[src/rtl/pit_pkg.sv]
package pit_pkg;
   // Register offsets; the bench and software rely on these values.
   localparam logic [1:0] OFS_DIVISOR = 2'd0;
   localparam logic [1:0] OFS_STATUS  = 2'd1;
   localparam logic [1:0] OFS_ACK     = 2'd2;
   // Status bit positions
   localparam int unsigned STS_PEND_BIT = 0;
   localparam int unsigned STS_OVR_BIT  = 1;
endpackage

[src/rtl/pit_regbank.sv]
module pit_regbank #(
   parameter int unsigned DIV_W          = 8,
   parameter int unsigned DATA_W         = 8,
   parameter int unsigned ADDR_W         = 2,
   parameter bit          ACK_ANY_ACCESS = 1'b1
) (
   input  logic              clk,
   input  logic              rst_n,
   input  logic              sel,
   input  logic              wr,
   input  logic              rd,
   input  logic [ADDR_W-1:0] addr,
   input  logic [DATA_W-1:0] wdata,
   input  logic              pending,
   input  logic              overrun,
   output logic [DIV_W-1:0]  div_q,
   output logic              div_load,
   output logic              div_zero_load,
   output logic              ack_stb,
   output logic [DATA_W-1:0] rdata
);
   import pit_pkg::*;

   logic hit_div, hit_sts, hit_ack;

   assign hit_div = (addr == ADDR_W'(OFS_DIVISOR));
   assign hit_sts = (addr == ADDR_W'(OFS_STATUS));
   assign hit_ack = (addr == ADDR_W'(OFS_ACK));

   assign div_load      = sel && wr && hit_div;
   assign div_zero_load = div_load && (wdata[DIV_W-1:0] == '0);

   generate
      if (ACK_ANY_ACCESS) begin : g_ack_any
         assign ack_stb = sel && (wr || rd) && hit_ack;
      end else begin : g_ack_wr
         assign ack_stb = sel && wr && hit_ack;
      end
   endgenerate

   always_ff @(posedge clk or negedge rst_n) begin
      if (!rst_n)        div_q <= '0;
      else if (div_load) div_q <= wdata[DIV_W-1:0];
   end

   always_comb begin
      rdata = '0;
      if (sel && rd) begin
         if (hit_div) begin
            rdata[DIV_W-1:0] = div_q;
         end else if (hit_sts) begin
            rdata[STS_PEND_BIT] = pending;
            rdata[STS_OVR_BIT]  = overrun;
         end
      end
   end
endmodule

[src/rtl/pit_divider.sv]
module pit_divider #(
   parameter int unsigned DIV_W = 8
) (
   input  logic             clk,
   input  logic             rst_n,
   input  logic             tick_en,
   input  logic [DIV_W-1:0] div_q,
   input  logic             load,
   output logic             expire
);
   logic [DIV_W-1:0] cnt;
   logic             running;
   logic             at_end;

   assign running = (div_q != '0);
   assign at_end  = (cnt == div_q - DIV_W'(1));
   assign expire  = tick_en && running && at_end && !load;

   always_ff @(posedge clk or negedge rst_n) begin
      if (!rst_n)                    cnt <= '0;
      else if (load)                 cnt <= '0;
      else if (tick_en && running)   cnt <= at_end ? '0 : cnt + DIV_W'(1);
   end

   // count stays inside the current period
   p_cnt_in_period_r3: assert property (@(posedge clk) disable iff (!rst_n)
      (div_q != '0) |-> (cnt < div_q));
   // a divisor write restarts the count
   p_load_restart_r4: assert property (@(posedge clk) disable iff (!rst_n)
      load |=> (cnt == '0));
   // no advance without a tick
   p_no_tick_hold_r3: assert property (@(posedge clk) disable iff (!rst_n)
      (!tick_en && !load) |=> $stable(cnt));
endmodule

[src/rtl/pit_request.sv]
module pit_request (
   input  logic clk,
   input  logic rst_n,
   input  logic expire,
   input  logic ack,
   input  logic clr,
   output logic pending,
   output logic overrun
);
   always_ff @(posedge clk or negedge rst_n) begin
      if (!rst_n) begin
         pending <= 1'b0;
         overrun <= 1'b0;
      end else if (clr) begin
         pending <= 1'b0;
         overrun <= 1'b0;
      end else begin
         if (ack) begin
            pending <= expire;
            overrun <= 1'b0;
         end else if (expire) begin
            pending <= 1'b1;
            overrun <= overrun | pending;
         end
      end
   end

   // a request holds until acknowledged or cancelled
   p_hold_r5: assert property (@(posedge clk) disable iff (!rst_n)
      (pending && !ack && !clr) |=> pending);
   // acknowledge clears overrun
   p_ack_clears_r6: assert property (@(posedge clk) disable iff (!rst_n)
      ack |=> !overrun);
   // zero write cancels everything
   p_zero_clears_r7: assert property (@(posedge clk) disable iff (!rst_n)
      clr |=> (!pending && !overrun));
   // overrun implies pending
   p_ovr_implies_pend_r8: assert property (@(posedge clk) disable iff (!rst_n)
      overrun |-> pending);
   // coincident acknowledge and expiry
   p_ack_meets_expiry_r10: assert property (@(posedge clk) disable iff (!rst_n)
      (ack && expire && !clr) |=> (pending && !overrun));
endmodule

[src/rtl/periodic_irq_timer.sv]
module periodic_irq_timer #(
   parameter int unsigned DIV_W          = 8,
   parameter int unsigned DATA_W         = 8,
   parameter int unsigned ADDR_W         = 2,
   parameter bit          ACK_ANY_ACCESS = 1'b1
) (
   input  logic              clk,
   input  logic              rst_n,
   input  logic              tick_en,
   input  logic              bus_sel,
   input  logic              bus_wr,
   input  logic              bus_rd,
   input  logic [ADDR_W-1:0] bus_addr,
   input  logic [DATA_W-1:0] bus_wdata,
   output logic [DATA_W-1:0] bus_rdata,
   output logic              irq
);
   localparam int unsigned STS_BITS = 2;

   generate
      if (DIV_W < 2 || DIV_W > 16) begin : g_bad_div_w
         $error("DIV_W must lie in 2..16");
      end
      if (DATA_W < DIV_W || DATA_W < STS_BITS) begin : g_bad_data_w
         $error("DATA_W must hold the divisor and the status bits");
      end
      if (ADDR_W < 2) begin : g_bad_addr_w
         $error("ADDR_W must be at least 2");
      end
   endgenerate

   logic [DIV_W-1:0] div_q;
   logic             div_load, div_zero_load, ack_stb, expire;
   logic             pending, overrun;

   pit_regbank #(
      .DIV_W(DIV_W), .DATA_W(DATA_W), .ADDR_W(ADDR_W), .ACK_ANY_ACCESS(ACK_ANY_ACCESS)
   ) u_regs (
      .clk(clk), .rst_n(rst_n), .sel(bus_sel), .wr(bus_wr), .rd(bus_rd),
      .addr(bus_addr), .wdata(bus_wdata), .pending(pending), .overrun(overrun),
      .div_q(div_q), .div_load(div_load), .div_zero_load(div_zero_load),
      .ack_stb(ack_stb), .rdata(bus_rdata)
   );

   pit_divider #(.DIV_W(DIV_W)) u_div (
      .clk(clk), .rst_n(rst_n), .tick_en(tick_en), .div_q(div_q),
      .load(div_load), .expire(expire)
   );

   pit_request u_req (
      .clk(clk), .rst_n(rst_n), .expire(expire), .ack(ack_stb),
      .clr(div_zero_load), .pending(pending), .overrun(overrun)
   );

   assign irq = pending;

   // a stopped timer stays silent
   p_off_quiet_r2: assert property (@(posedge clk) disable iff (!rst_n)
      ((div_q == '0) && !irq) |=> !irq);
   // read data idles at zero
   p_rdata_idle_r9: assert property (@(posedge clk) disable iff (!rst_n)
      !(bus_sel && bus_rd) |-> (bus_rdata == '0));
endmodule

[config.mk]
export PLATFORM = sky130hd
export DESIGN_NAME = periodic_irq_timer
export DESIGN_NICKNAME = d
export VERILOG_FILES = /design/src/rtl/pit_pkg.sv /design/src/rtl/pit_regbank.sv /design/src/rtl/pit_divider.sv /design/src/rtl/pit_request.sv /design/src/rtl/periodic_irq_timer.sv
export SDC_FILE = /design/constraint.sdc
export NUM_CORES = 1
export LEC_CHECK = 0
export BUFFER_PORTS_ARGS = -buffer_cell sky130_fd_sc_hd__buf_4
export CORE_MARGIN = 5
export CORE_UTILIZATION = 36
export DETAILED_ROUTE_END_ITERATION = 8
export REMOVE_ABC_BUFFERS = 1
export SETUP_SLACK_MARGIN = 0.05
export SLEW_MARGIN = 20
export SYNTH_ARGS = -nofsm -noshare
export SYNTH_HDL_FRONTEND = slang
export SYNTH_SLANG_ARGS = --single-unit
[constraint.sdc]
create_clock -name clk -period 5.49 [get_ports clk]
set_clock_uncertainty 0.15 [all_clocks]
set_input_delay 0 -clock clk [delete_from_list [all_inputs] [get_ports clk]]
set_output_delay 0 -clock clk [all_outputs]
set_load 0.01 [all_outputs]
==> impl_metrics.tcl, run 1 <==
set metrics [dict create \
    htreeDepth 1 \
    dp.cells 207 \
    drive_gt1_share_pct 20.7 \
    path_delay_family "buffers and inverters" \
    ff2ff_path_depth 7 \
    grt_usage_pct 15.4 \
    syn_inst 144 \
    rsz0062_at_grt "no" \
    clk_pin_slew_worst_paths_ns 0.10 \
    synth_cell_types 46 \
    crit_top_cell "dlygate4sd3_1" \
    comb_power_share_pct 40.2 \
    clk-insertion-delay-late_ns 0.30 \
    reg2reg_to "u_div.cnt[7]" \
    path_buf_inv 4 \
    clock_tree.buffer_depth 2 \
    syn-cell-area_um2 1310 \
    max_stage_delay_ns 0.56 \
    ys_ff_latch 18 \
    cts_buffers 3 \
    clockPowerShare_pct 14.5 \
    die_h_um 70.2 \
    port_buffers 24 \
    postCtsSetupRepairBufs 0 \
    synth_edf_count 0 \
    cts.sinks 18 \
    area_growth_syn_to_layout_pct 32.4 \
    finalInstanceArea_um2 1730 \
    initial_utilization_pct 38.2 \
    power.density_nw_per_um2 274 \
    r2r-start "u_regs.div_q[0]" \
    nNetsFinal 205 \
    final_cell_count_no_fill 230 \
    p_seq_share_pct 45.4 \
    synthArstFlopShare_pct 100 \
    cp_max_fo 3 \
    ant_nets 0 \
    worst_slew_pin_slew_ns 0.865 \
    p_int_mw 0.283 \
    tritoncts "built" \
    synth_xor_area_share_pct 9.96 \
    outcome "completed" \
    p_switching_mw 0.190 \
    hp-start "bus_sel" \
    antenna_cells 0 \
    whs_path_depth 4 \
    period_minus_slack_ns 2.59 \
    place_area_um2 1500 \
    ioPinCount 25 \
    root_buffer "clkbuf_4" \
    min_path_type "in -> reg" \
    whs_ns 0.0767 \
    min_to "u_req.pending" \
    die-area_um2 4930 \
    maxCapViolCount 0 \
    drcViolationCount 0 \
    drv_slew 0 \
    synth_compound_area_share_pct 19.0 \
    wl_um 3510 \
    antenna_found_initial 0 \
    vias 1210 \
    synth_ff_type "dfrtp_1" \
    synth_mux_area_share_pct 2.30 \
    dp_hpwl_um 2500 \
    grt_pass1_vias 1309 \
    slew_headroom_pct 42.1 \
    drtIter0Drc 61 \
    min_period_over_period_pct 47.1 \
    synth_top_family_by_area "simple AND/OR/NAND/NOR gates" \
    ir_drop_mv 0.125 \
    critPathSlowestCell "dlygate4sd3_1" \
    synth-simple-area-share_pct 27.5 \
    grt_first_pass_wirelength_um 6180 \
    setup_tns_ns 0 \
    synth_adder_area_share_pct 2.87 \
    dieWidth_um 70.2 \
    drt-wirelength-per-cell_um 15.3 \
    place_congestion 0.793 \
    setup.worst_path.class "in -> reg" \
    viasPerCell 5.26 \
    finalHoldViolCount 0 \
    switching_share_pct 40.1 \
    max_freq_ghz 0.386 \
    cp.required_ns 5.53 \
    post-route-util_pct 50.6 \
    r2r_setup_slack_ns 3.10 \
    endpoint_kind "register" \
    setup_violations 0 \
    yosys_warnings 0 \
    core_area_um2 3420 \
    synth-seq-area-share_pct 34.5 \
    syn_area_per_cell_um2 9.07 \
    overflow 0 \
    firstDrtPassIters 4 \
    arrival_ns 2.63 \
    crit_chain "dlygate4sd3_1 -> buf_4 -> nor4_1 -> a21o_1 -> a22oi_1 -> dlygate4sd3_1 -> o21ai_0 -> dlygate4sd3_1 -> o21ai_1" \
    grt_max_degree 19 \
    critPathLaunchType "input port" \
    leakagePower_nw 0.742 \
    std_cell_rows 21 \
]
cell usage in the layout, fill, tap and decap left out, drive strengths merged, types with 2 or more instances in the layout:
cell          n
and2          7
nor3          3
ha            3
xnor2         7
a31oi         2
nor2          5
nand2        25
nor4          4
xor2          7
dfrtp        18
buf          24
dlygate4sd3  20
o31ai         2
a211oi        7
nand4         3
nand2b        2
inv           2
a21oi         2
clkbuf        3
nor2b         3
nand3         5
mux2i         3
nor3b         2
or3           2
o21ai         9
worst max-delay path by stage:
stage,cells past startpoint,start,to
detailed placement,7,u_regs.div_q[0],u_div.cnt[3]
CTS,9,bus_wdata[5],u_req.overrun
global placement,7,u_regs.div_q[0],u_div.cnt[3]
floorplan,7,u_regs.div_q[0],u_div.cnt[2]
finish,9,bus_wdata[5],u_req.overrun
global route,9,bus_wdata[5],u_req.overrun
cell usage after synthesis, types with 2 or more instances:
cell type	count	area (um^2)
nand2_1	25	93.8
nor2b_1	3	18.8
ha_1	3	37.5
or3_1	2	12.5
xnor2_1	7	61.3
and2_1	7	43.8
a31oi_1	2	12.5
o21ai_1	3	15.0
inv_1	2	7.51
nand2b_1	2	12.5
nor4_1	3	18.8
buf_2	2	10.0
buf_6	2	22.5
mux2i_1	3	30.0
a21oi_1	2	10.0
clkbuf_1	3	11.3
nand3_1	5	25.0
a211oi_1	6	45.0
nor3_1	3	15.0
nand4_1	2	12.5
o21ai_0	6	30.0
nor2_1	5	18.8
xor2_1	6	52.6
dfrtp_1	18	450
layout make-up:
class	instances	area, um^2
clock buffer	3	22.5
fill	333	1690
inverter	2	7.51
multi-input combinational	117	811
sequential	18	450
tap	46	57.6
timing repair buffer	44	380
stage by stage:
step                      total power [mW]  worst slack, ns
after floorplan                      0.337             3.35
after global placement               0.391             3.21
after detailed placement             0.396             3.12
after CTS                            0.473             2.93
after global routing                 0.511             2.73
final                                0.473             2.90
timing repair:
action,in CTS,in global routing
hold buffers,19,1
hold endpoints to repair,30,2
gates resized for setup,0,0
setup endpoints to repair,0,0
kinds of logic after synthesis:
kind of cell,after synthesis
buf+inv,9
xor+xnor,14
fa+ha+maj,3
flops,18
mux,3
simple gates,66
compound gates,31
tightest hold or removal path, stage by stage:
cell and delay [ns]:
buf_4 0.12, nand2b_1 0.16, o21ai_0 0.14, o31ai_2 0.07
per-layer routing:
metal	up-vias	track usage, %	wire (um)	share of wire (%)
met5	-	0	0	0
met4	0	7.02	92	2.6
met3	9	2.01	68	1.9
met2	21	25.7	1830	52
met1	580	19.6	1520	43
li1	600	-	-	-
flip-flops by register name (all words and copies together), names as in the netlist:
register	flops
u_regs.div_q	8
u_req.overrun	1
u_req.pending	1
u_div.cnt	8
power groups by stage:
stage | Combinational (mW) | Sequential [mW] | Clock [mW]
final | 0.190 | 0.215 | 0.0685
after detailed placement | 0.178 | 0.218 | 0
after global routing | 0.214 | 0.222 | 0.0752
after CTS | 0.188 | 0.215 | 0.0694
after global placement | 0.174 | 0.217 | 0
after floorplan | 0.134 | 0.203 | 0
(Power assumes the default switching activity.)
==> run 2, diff against run 1 <==
==> constraint.sdc (replaced) <==
create_clock -name clk -period 2.5 [get_ports clk]
set_clock_uncertainty 0.15 [all_clocks]
set_input_delay 0 -clock clk [delete_from_list [all_inputs] [get_ports clk]]
set_output_delay 0 -clock clk [all_outputs]
set_load 0.01 [all_outputs]
==> run 2 against run 1 <==
  * Sequential share of layout area rose by 0.26 points
  * Total power rose by 130%
  * Final area is 0.72% lower
  * Sequential cell count did not move
  * Die area stayed put
  * Hold slack lost 0.058 ns
==> impl_metrics.tcl, run 2 (synthesis gave the netlist of run 1 again) <==
set metrics [dict create \
    outcome "completed" \
    cp_max_fo 12 \
    slew_headroom_pct 42.3 \
    p_int_mw 0.667 \
    arrival_ns 2.32 \
    maxCapViolCount 0 \
    reg2reg_to "u_div.cnt[3]" \
    drv_slew 0 \
    antenna_cells 0 \
    die_h_um 70.2 \
    comb_power_share_pct 39.7 \
    nNetsFinal 203 \
    cts_buffers 3 \
    ant_nets 0 \
    tritoncts "built" \
    clk_pin_slew_worst_paths_ns 0.12 \
    htreeDepth 1 \
    wl_um 3610 \
    grt_first_pass_wirelength_um 6140 \
    grt_max_degree 19 \
    overflow 0 \
    period_minus_slack_ns 2.30 \
    endpoint_kind "register" \
    ff2ff_path_depth 5 \
    reg_top3 "u_div.cnt (8), u_regs.div_q (8)" \
    post-route-util_pct 50.3 \
    cts.sinks 18 \
    layout_common_cells "27 x buf_4, 25 x nand2_1, 17 x dfrtp_1" \
    min_to "u_req.pending" \
    cp.required_ns 2.51 \
    r2r-start "u_regs.div_q[2]" \
    place_congestion 0.780 \
    final_common_cell "buf_4" \
    setup.worst_path.class "reg -> reg" \
    setup_tns_ns 0 \
    critPathSlowestCell "or4_4" \
    worst_slew_pin_slew_ns 0.863 \
    drive_gt1_share_pct 24.0 \
    final_cell_count_no_fill 229 \
    switching_share_pct 39.7 \
    firstDrtPassIters 4 \
    dp.cells 210 \
    fillers 308 \
    dp_hpwl_um 2560 \
    core_area_um2 3420 \
    drtIter0Drc 90 \
    clock_tree.buffer_depth 2 \
    vias 1236 \
    setup_violations 0 \
    viasPerCell 5.40 \
    antenna_found_initial 0 \
    grt_pass1_vias 1261 \
    area_growth_syn_to_layout_pct 31.4 \
    grt_usage_pct 15.7 \
    max_freq_ghz 0.434 \
    drt-wirelength-per-cell_um 15.7 \
    ioPinCount 25 \
    whs_path_depth 4 \
    min_path_type "in -> reg" \
    r2r_setup_slack_ns 0.20 \
    finalHoldViolCount 0 \
    clk-insertion-delay-late_ns 0.31 \
    rsz0062_at_grt "no" \
    std_cell_rows 21 \
    power.density_nw_per_um2 644 \
    leakagePower_nw 0.752 \
    max_stage_delay_ns 0.63 \
    ir_drop_mv 0.323 \
    clockPowerShare_pct 17.2 \
    dieWidth_um 70.2 \
    min_period_over_period_pct 92.2 \
    die-area_um2 4930 \
    root_buffer "clkbuf_4" \
    drcViolationCount 0 \
    hp-start "bus_rd" \
    port_buffers 24 \
    crit_chain "or4_4 -> o31a_1 -> nand4_1 -> xor2_1 -> a211oi_1" \
    p_switching_mw 0.439 \
    p_seq_share_pct 43.1 \
    total_power_mw 1.11 \
    critPathLaunchType "register" \
    initial_utilization_pct 38.2 \
]
==> run 2: changes by cell type in the layout (fill, tap and decap cells not counted), sizes merged <==
cell / delta
dlygate4sd3: -5
buf: +3
clkbuf: +1
==> run 2: per-stage QoR <==
step	hold WS [ns]	setup slack [ns]	instance area, um^2
6_report	0.0191	0.196	1720
4_1_cts	0.00756	0.129	1710
2_1_floorplan	-0.446	0.359	1260
3_5_place_dp	-0.262	0.162	1520
5_1_grt	0.0612	0.0972	1720
3_3_place_gp	-0.267	0.251	1520
==> run 2: power groups by stage <==
| stage | combinational (mW) | sequential [mW] | clock (mW) |
|---|---|---|---|
| global route | 0.487 | 0.490 | 0.210 |
| detailed placement | 0.409 | 0.479 | 0 |
| global placement | 0.399 | 0.478 | 0 |
| CTS | 0.430 | 0.472 | 0.194 |
| floorplan | 0.294 | 0.447 | 0 |
| finish | 0.439 | 0.477 | 0.190 |
==> run 2: layout make-up <==
cell class,instances,area (um^2),share of cell area [%]
Inverter,2,7.51,0.437
Sequential cell,18,452,26.3
Timing Repair Buffer,42,353,20.6
Clock buffer,4,36.3,2.11
Multi-Input combinational cell,117,811,47.2
Tap cell,46,57.6,3.35
==> run 2: worst max path at each step <==
stage / start / to / slack, ns / cells after the start
2_1_floorplan: u_regs.div_q[0] / u_div.cnt[2] / 0.36 / 7
3_3_place_gp: u_regs.div_q[0] / u_div.cnt[7] / 0.25 / 7
3_5_place_dp: u_regs.div_q[0] / u_div.cnt[5] / 0.16 / 7
4_1_cts: u_regs.div_q[0] / u_div.cnt[7] / 0.13 / 7
5_1_grt: u_regs.div_q[1] / u_div.cnt[7] / 0.1 / 7
6_report: u_regs.div_q[2] / u_div.cnt[3] / 0.20 / 5
==> run 2: worst max-delay path, delay by kind of cell (launching register included) <==
| family | cells | cell delay (ns) |
|---|---|---|
| AOI/OAI and AO/OA | 2 | 0.50 |
| xor gates and xnor gates | 1 | 0.16 |
| DFF | 1 | 0.52 |
| and+or+nand+nor | 2 | 0.82 |
==> run 2: metal layers <==
layer  track usage [%]  vias to the layer above  routed length [um]  part of all wire (%)
li1                  -                      596                   -                     -
met1              20.1                      606                1570                    44
met2              26.0                       26                1880                    52
met3              2.30                        8                  78                   2.2
met4              6.81                        0                  80                   2.2
met5                 0                        -                   0                     0
==> run 2: repair_timing <==
item,in CTS,in global routing
hold buffers,15,0
setup endpoints to repair,0,9
buffers inserted,0,0
hold endpoints to repair,33,0
resized for setup,0,2
==> run 3, diff against run 2 <==
--- a/config.mk
+++ b/config.mk
@@ -9,7 +9,6 @@
 export CORE_MARGIN = 5
 export CORE_UTILIZATION = 36
 export DETAILED_ROUTE_END_ITERATION = 8
-export REMOVE_ABC_BUFFERS = 1
 export SETUP_SLACK_MARGIN = 0.05
 export SLEW_MARGIN = 20
 export SYNTH_ARGS = -nofsm -noshare
==> run 3 against run 2 <==
  * Highest routed layer unchanged
  * Largest power group unchanged
  * Total power decreased by 1.0%
  * Core utilization fell by 0.33 points
  * Via count decreased by 4.5%
==> impl_metrics.tcl, run 3 (synthesis gave the netlist of run 1 again) <==
set metrics [dict create \
    critPathSlowestCell "dfrtp_1" \
    min_period_over_period_pct 91.8 \
    antenna_cells 0 \
    period_minus_slack_ns 2.29 \
    cts.sinks 18 \
    drv_slew 0 \
    drtIter0Drc 51 \
    final_cell_count_no_fill 228 \
    grt_max_degree 19 \
    worst_slew_pin_slew_ns 0.837 \
    grt_pass1_vias 1162 \
    reg_top3 "u_div.cnt (8), u_regs.div_q (8)" \
    syn_nets 163 \
    clock_tree.buffer_depth 2 \
    setup_violations 0 \
    die_h_um 70.2 \
    power.density_nw_per_um2 642 \
    cp_max_fo 8 \
    outcome "completed" \
    maxCapViolCount 0 \
    critPathLaunchType "register" \
    setup_tns_ns 0 \
    max_stage_delay_ns 0.47 \
    viasPerCell 5.18 \
    core_area_um2 3420 \
    finalHoldViolCount 0 \
    crit_chain "inv_1 -> ha_1 -> nor2b_1 -> or3_1 -> a31oi_2 -> o211a_4 -> a211oi_1" \
    dieWidth_um 70.2 \
    dp.cells 210 \
    ir_drop_mv 0.452 \
    std_cell_rows 21 \
    cp.required_ns 2.51 \
    ant_nets 0 \
    grt_first_pass_wirelength_um 5850 \
    overflow 0 \
    grt_usage_pct 14.9 \
    slew_headroom_pct 44.0 \
    antenna_found_initial 0 \
    vias 1180 \
    rsz0062_at_grt "no" \
    layout_common_cells "27 x buf_4, 25 x nand2_1, 18 x dfrtp_1" \
    firstDrtPassIters 4 \
    initial_utilization_pct 38.2 \
    drive_gt1_share_pct 23.6 \
    tritoncts "built" \
    clk-insertion-delay-late_ns 0.29 \
    final_common_cell "buf_4" \
    endpoint_kind "register" \
    dp_hpwl_um 2520 \
    drcViolationCount 0 \
    leakagePower_nw 0.750 \
    setup.worst_path.class "reg -> reg" \
    drt-wirelength-per-cell_um 15.0 \
    wl_um 3430 \
    cts_buffers 3 \
    arrival_ns 2.30 \
    place_congestion 0.813 \
    htreeDepth 1 \
    port_buffers 24 \
    die-area_um2 4930 \
    clk_pin_slew_worst_paths_ns 0.10 \
    ioPinCount 25 \
    area_growth_syn_to_layout_pct 30.6 \
    min_path_type "in -> reg" \
    max_freq_ghz 0.436 \
    nNetsFinal 202 \
    root_buffer "clkbuf_4" \
]
==> run 3: cell types whose count changed in the layout (fill, tap and decap cells not counted), sizes merged <==
cell         change
dlygate4sd3      -1
==> run 3: through the flow <==
stage          setup WS (ns)  utilization, %  instance area (um^2)  hold slack [ns]  power [mW]
2_1_floorplan          0.376               -                  1310           -0.446       0.758
3_3_place_gp           0.259            44.6                  1520           -0.267       0.878
3_5_place_dp           0.203            44.6                  1520           -0.262       0.887
4_1_cts                0.172            49.7                  1700           0.0133        1.09
5_1_grt               0.0517            49.9                  1710           0.0604        1.18
6_report               0.205            49.9                  1710           0.0214        1.09
==> run 3: critical path, delay by kind of cell, from the launching register on <==
family / cells / cell delay [ns]
AO/OA/AOI/OAI: 3 / 0.59
AND/OR/NAND/NOR: 2 / 0.53
flip-flops: 1 / 0.47
adder cells (fa/ha/maj): 1 / 0.30
buffers and inverters: 1 / 0.11
==> run 3: path summary, 6_finish.rpt <==
path | startpoint | depth (start not counted) | to | slack (ns)
worst max-delay path | u_regs.div_q[0] | 7 | u_div.cnt[3] | 0.21
worst min-delay path | bus_sel | 4 | u_req.overrun | 0.02
worst max register to register | u_regs.div_q[0] | 7 | u_div.cnt[3] | 0.21
worst min register to register | u_req.overrun | 2 | u_req.overrun | 0.43
max in group asynchronous | rst_n | 3 | u_regs.div_q[0] | 0.97
min in group asynchronous | rst_n | 3 | u_regs.div_q[7] | 0.72
==> run 3: report_power, final <==
part	switching [mW]	internal, mW
sequential	0.118	0.356
clock	0.0909	0.0888
combinational	0.218	0.222
==> run 3: layout make-up <==
cell class	count	area [um^2]
fill	327	1710
tap	46	57.6
timing repair buffer	41	343
multi-input combinational	117	811
sequential	18	450
clock buffer	4	36.3
inverter	2	7.51
==> run 3: metal layers <==
| metal | part of all wire [%] | wire [um] | GRT usage [%] | up-vias |
|---|---|---|---|---|
| met4 | 3.3 | 114 | 7.45 | 0 |
| li1 | - | - | - | 595 |
| met1 | 48 | 1650 | 19.6 | 560 |
| met2 | 47 | 1600 | 23.3 | 14 |
| met3 | 1.9 | 65 | 2.44 | 11 |
| met5 | 0 | 0 | 0 | - |
==> run 3: timing repair <==
| action | CTS | global route |
|---|---|---|
| resized for setup | 0 | 1 |
| setup endpoints to repair | 0 | 8 |
| setup buffers | 0 | 0 |
| endpoints found under the hold margin | 35 | 0 |
| hold buffers | 14 | 0 |
